===== src/rtl/cec_hdr_pkg.sv =====
package cec_hdr_pkg;

  // width of one logical address inside the header byte
  localparam int unsigned LA_W = 4;

  // outcome of the header judgement
  typedef enum logic [1:0] {
    DEC_DROP  = 2'd0,  // foreign unicast, reduced mode
    DEC_OWN   = 2'd1,  // claimed unicast: accept and acknowledge
    DEC_SNOOP = 2'd2,  // foreign unicast, full mode: accept silently
    DEC_BCAST = 2'd3   // broadcast: accept, acknowledge handled elsewhere
  } dec_e;

  function automatic logic dec_accept(dec_e d);
    return d != DEC_DROP;
  endfunction

  function automatic logic dec_ack(dec_e d);
    return d == DEC_OWN;
  endfunction

  function automatic logic dec_bcast(dec_e d);
    return d == DEC_BCAST;
  endfunction

endpackage


===== src/rtl/cec_hdr_split.sv =====
module cec_hdr_split #(
  parameter int unsigned ADDR_W = cec_hdr_pkg::LA_W
) (
  input  logic [2*ADDR_W-1:0] hdr,
  output logic [ADDR_W-1:0]   src,
  output logic [ADDR_W-1:0]   dst,
  output logic                dst_is_bcast
);
  // upper half names the sender, lower half the target
  assign src          = hdr[2*ADDR_W-1:ADDR_W];
  assign dst          = hdr[ADDR_W-1:0];
  // the all-ones address is reserved for broadcast
  assign dst_is_bcast = &dst;
endmodule


===== src/rtl/cec_own_match.sv =====
module cec_own_match #(
  parameter int unsigned ADDR_W = cec_hdr_pkg::LA_W,
  localparam int unsigned NUM_LA = (1 << ADDR_W) - 1
) (
  input  logic [NUM_LA-1:0] own_map,
  input  logic [ADDR_W-1:0] dst,
  output logic [NUM_LA-1:0] hit_vec,
  output logic              hit
);
  // one comparator per claimable address; the broadcast code has no slot
  for (genvar i = 0; i < NUM_LA; i++) begin : g_slot
    assign hit_vec[i] = own_map[i] && (dst == ADDR_W'(i));
  end
  assign hit = |hit_vec;
endmodule


===== src/rtl/cec_hdr_policy.sv =====
module cec_hdr_policy
  import cec_hdr_pkg::*;
(
  input  logic dst_is_bcast,
  input  logic own_hit,
  input  logic full_listen,
  output dec_e decision
);
  always_comb begin
    if (dst_is_bcast)     decision = DEC_BCAST;
    else if (own_hit)     decision = DEC_OWN;
    else if (full_listen) decision = DEC_SNOOP;
    else                  decision = DEC_DROP;
  end
endmodule


===== src/rtl/cec_hdr_filter.sv =====
module cec_hdr_filter
  import cec_hdr_pkg::*;
#(
  parameter int unsigned ADDR_W = LA_W,
  localparam int unsigned NUM_LA = (1 << ADDR_W) - 1,
  localparam int unsigned HDR_W  = 2 * ADDR_W
) (
  input  logic              clk,
  input  logic              rst_n,
  input  logic              hdr_valid,
  input  logic [HDR_W-1:0]  hdr_byte,
  input  logic [NUM_LA-1:0] own_map,
  input  logic              full_listen,
  output logic              accept,
  output logic              ack_en,
  output logic              bcast,
  output logic [ADDR_W-1:0] init_addr,
  output logic [ADDR_W-1:0] dest_addr
);

  // internal events, named for the assertions
  logic [ADDR_W-1:0] dec_src;
  logic [ADDR_W-1:0] dec_dst;
  logic              dst_is_bcast;
  logic [NUM_LA-1:0] hit_vec;
  logic              own_hit;
  dec_e              decision;

  cec_hdr_split #(.ADDR_W(ADDR_W)) u_split (
    .hdr          (hdr_byte),
    .src          (dec_src),
    .dst          (dec_dst),
    .dst_is_bcast (dst_is_bcast)
  );

  cec_own_match #(.ADDR_W(ADDR_W)) u_match (
    .own_map (own_map),
    .dst     (dec_dst),
    .hit_vec (hit_vec),
    .hit     (own_hit)
  );

  cec_hdr_policy u_policy (
    .dst_is_bcast (dst_is_bcast),
    .own_hit      (own_hit),
    .full_listen  (full_listen),
    .decision     (decision)
  );

  // result register: loads on the strobe, holds otherwise
  always_ff @(posedge clk or negedge rst_n) begin
    if (!rst_n) begin
      accept    <= 1'b0;
      ack_en    <= 1'b0;
      bcast     <= 1'b0;
      init_addr <= '0;
      dest_addr <= '0;
    end else if (hdr_valid) begin
      accept    <= dec_accept(decision);
      ack_en    <= dec_ack(decision);
      bcast     <= dec_bcast(decision);
      init_addr <= dec_src;
      dest_addr <= dec_dst;
    end
  end

  // ---------------- assertions ----------------
  assert_addr_capture_R2: assert property (@(posedge clk) disable iff (!rst_n)
    hdr_valid |=> (init_addr == $past(hdr_byte[HDR_W-1:ADDR_W])) &&
                  (dest_addr == $past(hdr_byte[ADDR_W-1:0])));

  assert_single_slot_R3: assert property (@(posedge clk) disable iff (!rst_n)
    $onehot0(hit_vec));

  assert_own_acked_R3: assert property (@(posedge clk) disable iff (!rst_n)
    (hdr_valid && own_hit) |=> accept && ack_en && !bcast);

  assert_reduced_drop_R4: assert property (@(posedge clk) disable iff (!rst_n)
    (hdr_valid && !full_listen && !own_hit && !dst_is_bcast) |=> !accept && !ack_en);

  assert_full_silent_R5: assert property (@(posedge clk) disable iff (!rst_n)
    (hdr_valid && full_listen && !own_hit && !dst_is_bcast) |=> accept && !ack_en);

  assert_bcast_no_ack_R6: assert property (@(posedge clk) disable iff (!rst_n)
    (hdr_valid && (&hdr_byte[ADDR_W-1:0])) |=> bcast && accept && !ack_en);

  assert_empty_map_R7: assert property (@(posedge clk) disable iff (!rst_n)
    (hdr_valid && own_map == '0) |=> !ack_en);

  assert_hold_R8: assert property (@(posedge clk) disable iff (!rst_n)
    !hdr_valid |=> $stable({accept, ack_en, bcast, init_addr, dest_addr}));

endmodule


===== config.mk =====
export PLATFORM = sky130hd
export DESIGN_NAME = cec_hdr_filter
export DESIGN_NICKNAME = d
export VERILOG_FILES = /design/src/rtl/cec_hdr_pkg.sv /design/src/rtl/cec_hdr_split.sv /design/src/rtl/cec_own_match.sv /design/src/rtl/cec_hdr_policy.sv /design/src/rtl/cec_hdr_filter.sv
export SDC_FILE = /design/constraint.sdc
export NUM_CORES = 1
export LEC_CHECK = 0
export BUFFER_PORTS_ARGS = -buffer_cell sky130_fd_sc_hd__buf_4
export CAP_MARGIN = 20
export CORE_UTILIZATION = 39
export DETAILED_ROUTE_END_ITERATION = 7
export PLACE_DENSITY = 0.75
export RECOVER_POWER = 25
export SLEW_MARGIN = 20
export SYNTH_ARGS = -nofsm -noshare
export SYNTH_HDL_FRONTEND = slang
export SYNTH_SLANG_ARGS = --single-unit
export TNS_END_PERCENT = 1

===== constraint.sdc =====
create_clock -name clk -period 1.01 [get_ports clk]
set_input_delay 0.202 -clock clk [delete_from_list [all_inputs] [get_ports clk]]
set_output_delay 0.202 -clock clk [all_outputs]
set_load 0.05 [all_outputs]

==> results.md <==
- Status: finished, violations left
- Failing checks: setup timing
- DP Worst Slack: -374.5 ps
- Detail Route Antenna Nets: 0
- Power Dens Cells: about 1300 nW/um^2
- Boundary Pins: 38
- DRC violations left: 0
- Worst Clk Skew: 0 ps
- Sequential area share after synthesis: 48.14%
- WL/cell: around 14 um
- # port buffers: 37
- Critical Path, Cell by Cell: buf_6
- HP Class: in -> reg
- Via density: between 4 and 5
- GRT Total Usage: 21.47%
- Worst-margin pin slew: a little under 600 ps
- Yosys top cell area share: roughly half
- Total Wirelength: 1401 um
- TritonCTS clock tree: built
- Site Rows: 13
- Nets@finish: about 110
- RSZ-0062 raised after global routing: true
- Yosys cell types: 14
- Slowest stage delay, CP: 400 ps
- Vias: around 500
- Synth area leader: dfrtp_1
- CP max FO: 2
- Post-CTS Setup Bufs: 0
- Largest net degree at the start of global routing: 12
- Most frequent cell after synthesis: dfrtp_1
- Critical path required time: a little over 800 ps
- Clock period minus worst slack: 1029 ps
- Peak VDD IR: ~1.1 mV
- # Max-Cap Violations: 0
- Slew HR: 61.06%
- Root buffer cell: clkbuf_4
- Hold depth: 2
- Mapped Nets: between 60 and 70
- Grt ovf: 0
- Ys async rst share: 100.0%
- Layout cell share with drive strength beyond 1: between 60% and 70%
- CORE AREA: around 1300 um^2
- Mapped Area: 571.8 um^2
- Post-DP HPWL: 1086 um
- Setup TNS: -77.95 ps
- Critical Path End Type: output port
- Reg clk slew, reported paths: 70 ps
- Post-route clock period utilization: 101.9%
- Leak pwr: slightly below 0.5 nW
- Full die area: about 1600 um^2
- CP Class: reg -> out
- Clock buffer count from CTS: 3
- Gp weighted congestion: 0.6761
- Vias in the first global route: a little under 500
- Area growth from synthesis to layout: 77.90%
- Slowest CP cell: dfrtp_1
- Worst Path Arrival: around 830 ps
- Avg Cell Area, Syn: around 14 um^2
- Clock buffer depth: 2
- Die Height: between 40 and 50 um
- H-tree depth: 1
- First-pass GRT wire length: ~2200 um
- Number of synthesized flops with an enable pin: 0
- Initial DRC count: 1
- Worst r2r path cells: 1
- Post-Syn Instances: 40
- Diode count: 0
- Initial antenna violation count: 0
- Final hold vios: 0
- Area contributors post-synth: dfrtp_1 (48%), mux2_2 (16%), mux2i_1 (14%)
- Power, Total: 0.001315 W
- Register bit count reported by yosys: 11
- Crit path max-delay family: flip-flops
- Starting Density: a little over two fifths
- Syn. warnings: 0
- Die Width: 40.29 um
- Slew Limit Fails: 0
- Fin worst setup slack: -18.76 ps
- Worst Setup Start Kind: register
- R2r setup slk: about 240 ps
- Fmax: about 970 MHz
- Synth top cells by count: dfrtp_1 (11), mux2_2 (8), mux2i_1 (8)
- Skew-Pair Late Insertion Delay: ~270 ps
- Top FF cell, synth: dfrtp_1
- # setup viols final: 8
- Clock sink count: 11
- DR pass1 iterations: 2
- CP Buf/Inv Count: 1
- WP depth: 1
[state kept, by name (all words and copies together), names as in the netlist]
| name | flops |
|---|---|
| dest_addr | 4 |
| init_addr | 4 |
| accept | 1 |
| ack_en | 1 |
| bcast | 1 |
[metal layers]
layer / up-vias / GRT usage (%) / routed length (um)
met2: 12 / 37.50 / 764
met3: 0 / 8.333 / 61
met5: - / 0 / 0
met1: 241 / 25.61 / 575
met4: 0 / 2.500 / 0
li1: 238 / - / -
[metrics by stage]
step / hold WS [ps] / util [%] / cell area, um^2 / cells
after floorplan: -93.59 / - / 571.8 / 40
after global placement: 39.32 / 67.17 / 895.9 / 94
after detailed placement: 40.11 / 67.17 / 895.9 / 94
after CTS: 151.0 / 76.55 / 1021 / 100
after global routing: 154.1 / 76.27 / 1017 / 100
final: 164.3 / 76.27 / 1017 / 100
[report_power, final]
part,switching [W],internal (W)
Clock,0.000136,0.000152
Combinational,0.000254,0.000256
Sequential,0.0000314,0.000485
[layout make-up]
type	count	area [um^2]
clock buffer	4	26.28
sequential	11	275.3
tap	15	18.77
fill	88	316.6
timing repair buffer	43	407.9
inverter	1	3.754
multi-input combinational	26	285.3
[kinds of logic (layout without fill, tap and decap cells)]
group,Yosys count,after routing,synth area share (%)
AOI/OAI and AO/OA,3,3,5.252
and+or+nand+nor,5,5,5.691
muxes,18,18,37.64
buffers and inverters,3,48,3.281
DFF,11,11,48.14
[cells in the final DEF, fill, tap and decap left out, drive strengths merged]
cell type / n
nand2b: 2
clkbuf: 5
and2: 1
mux4: 2
mux2i: 8
inv: 1
nand4: 1
dlygate4sd3: 1
a22oi: 1
buf: 41
o22a: 1
mux2: 8
dfrtp: 11
nor2b: 1
o21a: 1
[repair_timing]
item | 4_1_cts | 5_1_grt
gates cloned | 1 | 0
hold buffers | 1 | 0
hold endpoints to repair | 11 | 0
setup endpoints to repair | 13 | 13
pin swaps | 2 | 2
gates resized for setup | 16 | 0
[path summary, 6_finish.rpt]
kind	start	end
setup / recovery	accept	accept
hold / removal	hdr_byte[6]	init_addr[2]
setup reg to reg	init_addr[3]	init_addr[3]
hold reg to reg	ack_en	ack_en
max in group asynchronous	rst_n	init_addr[1]
min in group asynchronous	rst_n	dest_addr[2]
Note: power is estimated with default switching activity, not from simulation.
